`src/rtl/spf_pkg.sv`:
```
package spf_pkg;

    typedef struct packed {
        logic almost_full;
        logic almost_empty;
        logic prog_full;
        logic prog_empty;
    } spf_flags_t;

endpackage

```
`src/rtl/spf_store.sv`:
```
module spf_store #(
    parameter int DEPTH  = 16,
    parameter int WORD_W = 40,
    localparam int AW    = $clog2(DEPTH)
) (
    input  logic              clk,
    input  logic              wr_en,
    input  logic [AW-1:0]     wr_addr,
    input  logic [WORD_W-1:0] wr_word,
    input  logic [AW-1:0]     rd_addr,
    output logic [WORD_W-1:0] rd_word
);

    logic [WORD_W-1:0] cells [DEPTH];

    always_ff @(posedge clk) begin
        if (wr_en) begin
            cells[wr_addr] <= wr_word;
        end
    end

    assign rd_word = cells[rd_addr];

endmodule

```
`src/rtl/spf_ctrl.sv`:
```
module spf_ctrl #(
    parameter int DEPTH       = 16,
    parameter bit PACKET_MODE = 1'b1,
    localparam int AW         = $clog2(DEPTH),
    localparam int CW         = AW + 1
) (
    input  logic          clk,
    input  logic          rst_n,
    input  logic          push_valid,
    input  logic          push_last,
    input  logic          pop_ready,
    input  logic          pop_last,
    output logic          push_ready,
    output logic          pop_valid,
    output logic          wr_en,
    output logic [AW-1:0] wr_ptr,
    output logic [AW-1:0] rd_ptr,
    output logic [CW-1:0] level
);

    typedef struct packed {
        logic [AW-1:0] wr_ptr;
        logic [AW-1:0] rd_ptr;
        logic [CW-1:0] level;
        logic [CW-1:0] pkts;
        logic          drain;
    } ctrl_state_t;

    ctrl_state_t st_d, st_q;

    logic is_full;
    logic is_empty;
    logic gate_open;
    logic do_wr;
    logic do_rd;

    assign is_full  = (st_q.level == CW'(DEPTH));
    assign is_empty = (st_q.level == '0);

    generate
        if (PACKET_MODE) begin : g_gate_pkt
            assign gate_open = (st_q.pkts != '0) || st_q.drain || is_full;
        end else begin : g_gate_none
            assign gate_open = 1'b1;
        end
    endgenerate

    assign push_ready = rst_n && !is_full;
    assign pop_valid  = !is_empty && gate_open;
    assign do_wr      = push_valid && push_ready;
    assign do_rd      = pop_valid && pop_ready;

    always_comb begin
        st_d = st_q;
        if (do_wr) begin
            st_d.wr_ptr = st_q.wr_ptr + 1'b1;
        end
        if (do_rd) begin
            st_d.rd_ptr = st_q.rd_ptr + 1'b1;
        end
        st_d.level = st_q.level + CW'(do_wr) - CW'(do_rd);
        st_d.pkts  = st_q.pkts + CW'(do_wr && push_last) - CW'(do_rd && pop_last);
        if (is_full && (st_q.pkts == '0)) begin
            st_d.drain = 1'b1;
        end else if ((do_rd && pop_last) || (st_d.level == '0)) begin
            st_d.drain = 1'b0;
        end
    end

    always_ff @(posedge clk or negedge rst_n) begin
        if (!rst_n) begin
            st_q <= '0;
        end else begin
            st_q <= st_d;
        end
    end

    assign wr_en  = do_wr;
    assign wr_ptr = st_q.wr_ptr;
    assign rd_ptr = st_q.rd_ptr;
    assign level  = st_q.level;

endmodule

```
`src/rtl/spf_flags.sv`:
```
module spf_flags
    import spf_pkg::*;
#(
    parameter int DEPTH         = 16,
    parameter int PROG_FULL_TH  = 12,
    parameter int PROG_EMPTY_TH = 3,
    localparam int CW           = $clog2(DEPTH) + 1
) (
    input  logic [CW-1:0] level,
    output spf_flags_t    flags
);

    always_comb begin
        flags.almost_full  = (level == CW'(DEPTH - 1));
        flags.almost_empty = (level == CW'(1));
        flags.prog_full    = (level >= CW'(PROG_FULL_TH));
        flags.prog_empty   = (level <= CW'(PROG_EMPTY_TH));
    end

endmodule

```
`src/rtl/stream_pkt_fifo.sv`:
```
module stream_pkt_fifo
    import spf_pkg::*;
#(
    parameter int DEPTH         = 16,
    parameter int DATA_W        = 32,
    parameter int USER_W        = 4,
    parameter bit PACKET_MODE   = 1'b1,
    parameter int PROG_FULL_TH  = 12,
    parameter int PROG_EMPTY_TH = 3,
    localparam int KEEP_W       = DATA_W / 8,
    localparam int AW           = $clog2(DEPTH),
    localparam int CW           = AW + 1,
    localparam int WORD_W       = DATA_W + KEEP_W + 1 + USER_W
) (
    input  logic              clk,
    input  logic              rst_n,
    input  logic              in_valid,
    output logic              in_ready,
    input  logic [DATA_W-1:0] in_data,
    input  logic [KEEP_W-1:0] in_keep,
    input  logic              in_last,
    input  logic [USER_W-1:0] in_user,
    output logic              out_valid,
    input  logic              out_ready,
    output logic [DATA_W-1:0] out_data,
    output logic [KEEP_W-1:0] out_keep,
    output logic              out_last,
    output logic [USER_W-1:0] out_user,
    output logic [CW-1:0]     wr_count,
    output logic [CW-1:0]     rd_count,
    output logic              almost_full,
    output logic              almost_empty,
    output logic              prog_full,
    output logic              prog_empty
);

    generate
        if ((DEPTH < 16) || ((DEPTH & (DEPTH - 1)) != 0)) begin : g_bad_depth
            $error("DEPTH must be a power of two of at least 16");
        end
    endgenerate

    logic [WORD_W-1:0] wr_word;
    logic [WORD_W-1:0] rd_word;
    logic              wr_en;
    logic [AW-1:0]     wr_ptr;
    logic [AW-1:0]     rd_ptr;
    logic [CW-1:0]     level;
    spf_flags_t        flags;

    assign wr_word = {in_user, in_last, in_keep, in_data};
    assign {out_user, out_last, out_keep, out_data} = rd_word;

    spf_store #(
        .DEPTH  (DEPTH),
        .WORD_W (WORD_W)
    ) u_store (
        .clk     (clk),
        .wr_en   (wr_en),
        .wr_addr (wr_ptr),
        .wr_word (wr_word),
        .rd_addr (rd_ptr),
        .rd_word (rd_word)
    );

    spf_ctrl #(
        .DEPTH       (DEPTH),
        .PACKET_MODE (PACKET_MODE)
    ) u_ctrl (
        .clk        (clk),
        .rst_n      (rst_n),
        .push_valid (in_valid),
        .push_last  (in_last),
        .pop_ready  (out_ready),
        .pop_last   (rd_word[DATA_W + KEEP_W]),
        .push_ready (in_ready),
        .pop_valid  (out_valid),
        .wr_en      (wr_en),
        .wr_ptr     (wr_ptr),
        .rd_ptr     (rd_ptr),
        .level      (level)
    );

    spf_flags #(
        .DEPTH         (DEPTH),
        .PROG_FULL_TH  (PROG_FULL_TH),
        .PROG_EMPTY_TH (PROG_EMPTY_TH)
    ) u_flags (
        .level (level),
        .flags (flags)
    );

    assign wr_count     = level;
    assign rd_count     = level;
    assign almost_full  = flags.almost_full;
    assign almost_empty = flags.almost_empty;
    assign prog_full    = flags.prog_full;
    assign prog_empty   = flags.prog_empty;

endmodule

```
`config.mk`:
```
export PLATFORM = sky130hd
export DESIGN_NAME = stream_pkt_fifo
export DESIGN_NICKNAME = d
export VERILOG_FILES = /design/src/rtl/spf_pkg.sv /design/src/rtl/spf_store.sv /design/src/rtl/spf_ctrl.sv /design/src/rtl/spf_flags.sv /design/src/rtl/stream_pkt_fifo.sv
export SDC_FILE = /design/constraint.sdc
export NUM_CORES = 1
export LEC_CHECK = 0
export BUFFER_PORTS_ARGS = -buffer_cell sky130_fd_sc_hd__buf_2
export CORE_UTILIZATION = 40
export CTS_CLUSTER_DIAMETER = 40
export DETAILED_ROUTE_END_ITERATION = 10
export PLACE_DENSITY_LB_ADDON = 0.15
export REMOVE_ABC_BUFFERS = 1
export SLEW_MARGIN = 20
export SYNTH_ARGS = -nofsm -noshare
export SYNTH_HDL_FRONTEND = slang
export SYNTH_SLANG_ARGS = --single-unit
```
`constraint.sdc`:
```
create_clock -name clk -period 5.9 [get_ports clk]
set_input_delay 0 -clock clk [delete_from_list [all_inputs] [get_ports clk]]
set_output_delay 0 -clock clk [all_outputs]
set_load 0.02 [all_outputs]
```
**Yosys cells after proc, flatten, opt, wreduce, memory -nomap -nowiden**

Memory sizes are Yosys's and may differ from the RTL's.
Index checks and enable logic that the tools add are counted.

- Flip-flop bits (word level): 19
- RAM bits: 656
- Output and inout port bits: 57
- Logic and storage cells: 38
- Memories: 1

- $add $sub $neg: 6
- $lt $le $gt $ge: 2
- Equality and inequality tests: 3
- Mux-type cells: 4
- Reductions and logical operators: 17

Memories:

| name | words | width | read ports | clocked after Yosys merged registers in | write ports | line | source |
|---|---|---|---|---|---|---|---|
| u_store.cells | 16 | 41 | 1 | 0 | 1 | spf_store.sv:14 | `logic [WORD_W-1:0] cells [DEPTH];` |

Operator list:

| kind | count |
|---|---|
| $logic_not A5 Y1 | 3 |
| $add A5 B1 Y5 | 2 |
| $sub A5 B1 Y5 | 2 |
| $add A4 B1 Y4 const B | 2 |
| $logic_and A1 B1 Y1 | 7 |
| $eq A5 B1 Y1 const B | 1 |
| $eq A5 B4 Y1 const B | 1 |
| $eq A5 B5 Y1 const B | 1 |
| $ge A5 B4 Y1 const B | 1 |
| $le A5 B2 Y1 const B | 1 |
| $reduce_bool A5 Y1 | 1 |
| $mux W1 | 4 |
| $logic_or A1 B1 Y1 | 3 |
| $logic_not A1 Y1 | 2 |
| $reduce_bool A2 Y1 | 1 |

**Depth between registers and ports, before layout**

Gate-level depths: netlist (run 1).

- Depth after elaboration: 10
- Gate-level depth with buffers: 14

**By module**

From an unflattened synthesis (run 1), not the netlist that was laid out.

- Cells, all modules: 1,145
- Area, all modules: 25,828.5 µm²

Modules (own cells, without submodules):

| module | instances | cells an instance | area each (µm²) | sequential area each (µm²) |
|---|---|---|---|---|
| spf_store | 1 | 1,025 | 24,554.8 | 19,698.9 |
| spf_ctrl | 1 | 109 | 1,187.4 | 475.5 |
| spf_flags | 1 | 6 | 48.8 | 0.0 |
| stream_pkt_fifo | 1 | 5 | 37.5 | 0.0 |

**Worst setup path before layout (run 1)**

Ideal clock, no wire load.

- Path kind: flip-flop to flip-flop
- Start: reg u_ctrl.st_q, in the netlist u_ctrl.level[2]
- End: mem u_store.cells[3][0] (netlist bit), enable pin
- Library setup time: 490 ps
- Data arrival time: 4,237 ps
- Slack: 1,173 ps
- Cell stages (with the launch flop): 8
- Path through: dfrtp_1 -> inv_1 -> ha_1 -> nand4bb_1 -> and3_1 -> clkbuf_1 -> nand2_1 -> nor3_1

- Cells in the longest elaborated chain, start to end: 6

RTL lines:

| element | line | source |
|---|---|---|
| from (decl) | spf_ctrl.sv:29 | `ctrl_state_t st_d, st_q;` |
| from (signal assigned) | spf_ctrl.sv:74 | `st_q <= st_d;` |
| $eq A5 B5 Y1 | spf_ctrl.sv:37 | `assign is_full = (st_q.level == CW'(DEPTH));` |
| $logic_not A1 Y1 | spf_ctrl.sv:48 | `assign push_ready = rst_n && !is_full;` |
| $logic_and A1 B1 Y1 | spf_ctrl.sv:48 |  |
| $logic_and A1 B1 Y1 | spf_ctrl.sv:50 | `assign do_wr = push_valid && push_ready;` |
| $mux W1 | spf_store.sv:17 | `if (wr_en) begin` |
| $mux W1 (implied by the code) | spf_store.sv:18 | `cells[wr_addr] <= wr_word;` |
| to (decl) | spf_store.sv:14 |  |

Every way passes these cells.

**Worst setup path after layout (run 1)**

- Start: reg u_ctrl.st_q, in the netlist u_ctrl.rd_ptr[0]
- End: out out_data[22]

- Cells in the longest elaborated chain, start to end: 1

RTL lines:

| element | line | source |
|---|---|---|
| $mem_v2 Z16 W41 | -- |  |
| to (decl) | stream_pkt_fifo.sv:25 | `output logic [DATA_W-1:0] out_data,` |

Every way passes these cells.

==> results of run 1 <==
power by group through the flow:
stage	Sequential, mW	Clock (mW)	Combinational [mW]
2_1_floorplan	6.29	0	2.97
3_3_place_gp	5.99	0	4.18
3_5_place_dp	6.00	0	4.16
4_1_cts	5.91	6.14	4.21
5_1_grt	5.94	6.34	4.41
6_report	5.90	6.04	4.10
sequential cells by signal, indices dropped and copies added (netlist names):
signal         flops
u_ctrl.level       5
u_ctrl.st_q        6
u_ctrl.wr_ptr      4
u_ctrl.rd_ptr      4
u_store.cells    656
worst max-delay path by stage:
stage / slack [ps] / startpoint / cells past startpoint / endpoint
floorplan: -2710 / u_ctrl.rd_ptr[0] / 11 / u_ctrl.st_q[5]
global placement: 2400 / u_ctrl.level[3] / 13 / u_ctrl.st_q[0]
detailed placement: 2330 / u_ctrl.level[3] / 13 / u_ctrl.st_q[0]
CTS: 2090 / u_ctrl.rd_ptr[0] / 4 / out_data[8]
global route: 1990 / u_ctrl.rd_ptr[0] / 4 / out_data[22]
finish: 2230 / u_ctrl.rd_ptr[0] / 4 / out_data[22]
layout make-up:
cell class	instances	area [µm²]
well taps	855	1070
clock buffers	102	2430
fillers	5206	33000
inverters	22	82.6
multi-input cells	315	5600
repair buffers	176	1200
flip-flops and latches	675	20200
clock inverters	79	1010
kinds of logic after synthesis:
kind of cell,share of synthesized area
compound gates,0.00497
mux,0.178
fa+ha+maj,0.0116
flops,0.771
simple gates,0.0116
xor+xnor,0.00402
buf+inv,0.0195
timing repair:
action                                 CTS  global route
endpoints found under the hold margin  680             0
gates resized for setup                  0             0
setup buffers                            0             0
hold buffers                            45             0
per-layer routing:
metal	vias up	wire, µm	part of all wire
li1	5060	-	-
met1	6522	26200	0.44
met4	2	989	0.017
met2	329	29200	0.49
met5	-	8	0.00014
met3	78	2690	0.045
placed cells by master (no fill, tap or decap), types with 5 or more instances in the layout:
cell type and n:
dfrtp_1 15, clkinv_1 9, nand2_1 11, buf_4 28, dlygate4sd3_1 44, ha_1 21
edfxtp_1 656, nor2_4 12, mux4_2 190, buf_2 101, a21oi_1 6, xnor2_1 10
clkinv_2 11, clkbuf_1 5, clkinvlp_4 15, clkbuf_16 96, bufinv_16 18, mux4_1 14
inv_1 21, inv_6 17
synth_stat cells (2+ instances only):
cell type	number
clkbuf_1	18
xor2_1	2
and3_1	2
nand2b_1	2
xnor2_1	10
a31oi_1	2
buf_1	11
nor3_1	5
nor2b_1	2
nand2_1	11
ha_1	21
edfxtp_1	656
buf_4	13
mux4_2	190
nor4b_1	2
fa_1	2
and2_1	2
mux4_1	14
and4_1	2
nand3_1	3
buf_12	5
buf_6	9
a21oi_1	6
nand4_1	3
nor2_1	16
buf_2	3
inv_1	21
dfrtp_1	19
o21ai_0	3
critical path, delay by kind of cell, from the launching register on:
kind / cells / cell delay [ps]
mux: 2 / 1150
flops: 1 / 850
buf+inv: 2 / 830
==> flow_summary_export.csv, run 1 <==
group,metric,value,unit
run_status,outcome,"finished, final reports clean",
drt,avgRoutedWirePerCell,26.6,µm
cells_and_area,postLayoutCoreUtil,0.489,
worst_setup_path,r2r_start,"u_ctrl.level[3]",
power,p_leak,10.3,nW
drt,dr.pass1.iters,5,
place,place_congestion,0.718,
worst_hold_path,holdCritPathClass,"primary input to asynchronous set/reset pin",
logic_synthesis,synthTopCellsByArea,"edfxtp_1, mux4_2, dfrtp_1, mux4_1, ha_1",
sta,maxSlewViolCount,0,
drt,postRouteAntennaNets,0,
logic_synthesis,synth_edf_count,656,
worst_setup_path,r2r_cells,13,
floorplan,rows,93,
logic_synthesis,synth.distinct_cells,46,
clocking,cts_tree,"yes",
cells_and_area,antennaDiodeCount,0,
worst_setup_path,crit_type,"flop to output pin",
worst_setup_path,worstSetupEndpointType,"output pin",
sta,fmax,0.273,GHz
floorplan,pin_count,102,
worst_setup_path,start_kind,"flop",
logic_synthesis,yosysTopAreaCell,"edfxtp_1",
place,dpl.cell_count,1998,
worst_setup_path,reg2reg_to,"u_ctrl.st_q[0]",
place,dpl-instance-area,27700,µm²
logic_synthesis,ys.flop_type,"edfxtp_1",
floorplan,fp.dieArea,66500,µm²
global_route,use_met3,0.0324,
worst_setup_path,critPathMaxFanout,99,
floorplan,start_util,0.405,
power,ir_drop,0.000332,V
worst_setup_path,critical-path-slowest-cell,"dfrtp_4",
clocking,htree_levels,3,
clocking,cts_made_buffers,96,
sta,hold_violations,0,
global_route,antenna_found_initial,1,
clocking,clk_pin_slew_worst_paths,60,ps
clocking,clock_path_buffers,3,
sta,finalSetupViolations,0,
power,p_sw,4.70,mW
logic_synthesis,yosysSeqAreaShare,0.771,
worst_setup_path,arrival,3670,ps
logic_synthesis,async_flop_share,0.0281,
floorplan,core,64600,µm²
power,powerDensity,508,nW/µm²
drt,drc,0,
drt,drt-vias-per-instance,5.39,
sta,whs,42.9,ps
cells_and_area,areaGrowthSynthToFinish,20.7,%
global_route,top_usage_layer,"met2",
sta,tns,0,ps
power,swShare,0.293,
worst_setup_path,path_cells,"buf_12 -> mux4_2 -> mux4_2 -> buf_2",
logic_synthesis,synth.top_cell.area_share,0.753,
global_route,gr-usage-all-layers,0.183,
power,p_total,16.0,mW
logic_synthesis,syn-cell-area,26200,µm²
global_route,grt_util_met1,0.254,
cells_and_area,drive_above_1_share,0.375,
power,clkPwrFrac,0.377,
place,port_buffers,101,
logic_synthesis,syn_inst,1072,
power,pwr-share-seq,0.368,
power,p_int,11.3,mW
sta,rsz0062_at_grt,"no",
global_route,grt_overflow,0,
global_route,use_met2,0.299,
cells_and_area,fin_cells,2224,
worst_setup_path,reg2reg_slack,2330,ps
drt,drt-total-wl,59100,µm
place,dp_hpwl,30600,µm
worst_setup_path,worst_path_most_repeated_cell,"mux4_2",
cells_and_area,nets,1354,
place,place_worst_setup_slack,2330,ps
logic_synthesis,ys_ff_latch,675,
worst_setup_path,slowest_delay,850,ps
clocking,cts.sinks,675,
cells_and_area,fin_area,31600,µm²
global_route,grt_pass1_vias,12800,
sta,worstMarginPinSlew,1020,ps
logic_synthesis,syn_avg_cell_area,24.4,µm²
global_route,grt_max_degree,100,
sta,finClkSkew,19.6,ps
worst_setup_path,worstPathRequired,5900,ps
drt,drtIter0Drc,962,
clocking,worstSkewPairLatency,630,ps
drt,num_vias,12000,
logic_synthesis,ys_warn_count,0,
global_route,grt_pass1_wl,87900,µm
flow_run,max_cap_violations,0,
clocking,root_buffer,"clkbuf_16",
sta,worst_slack,2230,ps
floorplan,die_x,258,µm
sta,post-route-period-util,0.621,
power,power_frac_comb,0.256,
sta,post-route-min-period,3670,ps
floorplan,die_y,258,µm
sta,relSlewSlack,0.320,
Power figures use the tool's default switching activity.
==> run 2, diff against run 1 <==
clock period = 3.8 ns   (was 5.9 ns; I/O delays follow)
==> run 2 against run 1 <==
Against the previous run: via count down 0.94%; clock power up 43%; critical path depth up 9; non-clock buffer count up 11; register-to-register slack worse by 2100 ps; final cell count up 0.18%; sequential share of layout area up 0.19 points; largest cell class unchanged.
==> flow_summary_export.csv, run 2 (synthesis results as in run 1) <==
group,metric,value,unit
clocking,clk_pin_slew_worst_paths,60,ps
cells_and_area,drive_above_1_share,0.368,
power,powerDensity,769,nW/µm²
worst_setup_path,crit_type,"flop to flop",
power,p_sw,7.13,mW
clocking,cts.sinks,675,
power,p_total,24.2,mW
clocking,htree_levels,3,
floorplan,rows,93,
cells_and_area,reg_top3,"u_store.cells (656), u_ctrl.st_q (6), u_ctrl.level (5)",
global_route,grt_pass1_wl,84400,µm
worst_setup_path,cp_top_family,"adder cells",
drt,drc,0,
floorplan,die_x,258,µm
clocking,worstSkewPairLatency,630,ps
flow_run,max_cap_violations,0,
global_route,gr-usage-all-layers,0.176,
global_route,grt_max_degree,98,
worst_setup_path,worstPathRequired,4300,ps
sta,hold_violations,0,
sta,post-route-period-util,0.935,
worst_setup_path,start_kind,"flop",
cells_and_area,nets,1362,
power,swShare,0.295,
worst_setup_path,startpoint,"u_ctrl.level[3]",
clocking,clock_path_buffers,3,
drt,dr.pass1.iters,7,
power,p_leak,10.3,nW
run_status,outcome,"finished, final reports clean",
worst_setup_path,critPathMaxFanout,5,
power,clkPwrFrac,0.358,
worst_setup_path,worst_path_most_repeated_cell,"ha_1",
sta,maxSlewViolCount,0,
cells_and_area,largest_reg_flops,656,
place,dp_hpwl,28500,µm
worst_setup_path,slowest_delay,480,ps
floorplan,fp.dieArea,66500,µm²
clocking,cts_made_buffers,93,
floorplan,die_y,258,µm
cells_and_area,largest_register,"u_store.cells",
drt,avgRoutedWirePerCell,25.7,µm
global_route,antenna_found_initial,1,
global_route,grt_overflow,0,
power,p_int,17.1,mW
worst_setup_path,r2r_start,"u_ctrl.level[3]",
power,ir_drop,0.000485,V
floorplan,core,64600,µm²
global_route,grt_pass1_vias,12500,
worst_hold_path,hp-start,"in_data[29]",
sta,post-route-min-period,3550,ps
drt,drtIter0Drc,771,
sta,fmax,0.282,GHz
worst_setup_path,arrival,4060,ps
worst_setup_path,worstSetupEndpointType,"flop",
worst_setup_path,path_cells,"inv_1 -> ha_1 -> or3b_1 -> a311o_1 -> inv_2 -> ha_1 -> inv_1 -> ha_1 -> fa_1 -> nor3b_2 -> o2111ai_1 -> a211oi_2 -> o31ai_2",
power,pwr-share-seq,0.368,
sta,worstMarginPinSlew,873,ps
worst_hold_path,holdCritPathClass,"primary input to flop",
cells_and_area,antennaDiodeCount,0,
drt,postRouteAntennaNets,0,
sta,rsz0062_at_grt,"no",
sta,finClkSkew,26.1,ps
clocking,root_buffer,"clkbuf_16",
place,port_buffers,101,
place,place_congestion,0.715,
floorplan,pin_count,102,
cells_and_area,areaGrowthSynthToFinish,20.3,%
cells_and_area,postLayoutCoreUtil,0.488,
power,power_frac_comb,0.274,
drt,drt-vias-per-instance,5.33,
worst_setup_path,critical-path-slowest-cell,"fa_1",
cells_and_area,final_common_cell,"edfxtp_1",
cells_and_area,fillCellCount,5213,
drt,drt-total-wl,57200,µm
cells_and_area,layout_common_cells,"edfxtp_1, mux4_2, buf_2, clkbuf_16, dlygate4sd3_1",
clocking,post_cts_buffers,0,
clocking,cts_tree,"yes",
worst_setup_path,worstPathBufferInverterCount,3,
sta,finalSetupViolations,0,
sta,relSlewSlack,0.418,
floorplan,start_util,0.405,
drt,num_vias,11900,
## run 2: cell count changes in the layout (fill, tap and decap cells not counted), moves of 3 or more
cell and delta:
clkinv_1 +6, clkinv_8 -3, bufinv_16 -7, clkinv_2 -3, clkbuf_1 +8, buf_4 +3
buf_12 +8, clkinvlp_4 -6, inv_6 -3
## run 2: power by group through the flow
stage	clock [mW]	sequential (mW)	combinational [mW]
6_report	8.65	8.92	6.63
5_1_grt	9.13	8.96	7.13
4_1_cts	8.84	8.92	6.79
3_5_place_dp	0	9.07	6.73
3_3_place_gp	0	9.04	6.74
2_1_floorplan	0	9.64	3.98
## run 2: metrics by stage
stage | setup TNS [ps] | hold slack, ps | setup slack, ps | area, µm² | cells
after floorplan | -360430 | -296 | -4810 | 25700 | 1012
after global placement | 0 | -11.5 | 300 | 27900 | 2009
after detailed placement | 0 | -12.1 | 167 | 27900 | 2009
after CTS | 0 | 256 | 131 | 31500 | 2228
after global routing | 0 | 296 | 13.6 | 31500 | 2228
final | 0 | 291 | 248 | 31500 | 2228
## run 2: per-layer routing
| metal | up-vias | track usage | share of wire | wire length [µm] |
|---|---|---|---|---|
| li1 | 5066 | - | - | - |
| met1 | 6453 | 0.241 | 0.44 | 25000 |
| met5 | - | 0 | 0.00023 | 13 |
| met2 | 285 | 0.291 | 0.50 | 28900 |
| met4 | 2 | 0.0523 | 0.017 | 951 |
| met3 | 72 | 0.0284 | 0.042 | 2420 |
## run 2: cell type report
| class | instances | area, µm² | area share |
|---|---|---|---|
| flip-flops and latches | 675 | 20200 | 0.641 |
| inverters | 22 | 82.6 | 0.00262 |
| clock buffers | 107 | 2400 | 0.0762 |
| repair buffers | 187 | 1390 | 0.0441 |
| well taps | 855 | 1070 | 0.0340 |
| multi-input cells | 315 | 5620 | 0.178 |
| clock inverters | 67 | 748 | 0.0238 |
## run 2: timing repair
| action | 4_1_cts | 5_1_grt |
|---|---|---|
| resized for setup | 0 | 4 |
| hold endpoints to repair | 680 | 0 |
| hold buffers | 45 | 0 |
| setup endpoints to repair | 0 | 1 |
## run 2: path summary, 6_finish.rpt
check | end | cells past startpoint | slack [ps]
max | u_ctrl.st_q[0] | 13 | 250
min | u_store.cells[10][29] | 2 | 290
max reg2reg | u_ctrl.st_q[0] | 13 | 250
min reg2reg | u_ctrl.st_q[0] | 2 | 580
max in group asynchronous | u_ctrl.rd_ptr[0] | 4 | 3090
min in group asynchronous | u_ctrl.level[3] | 4 | 440
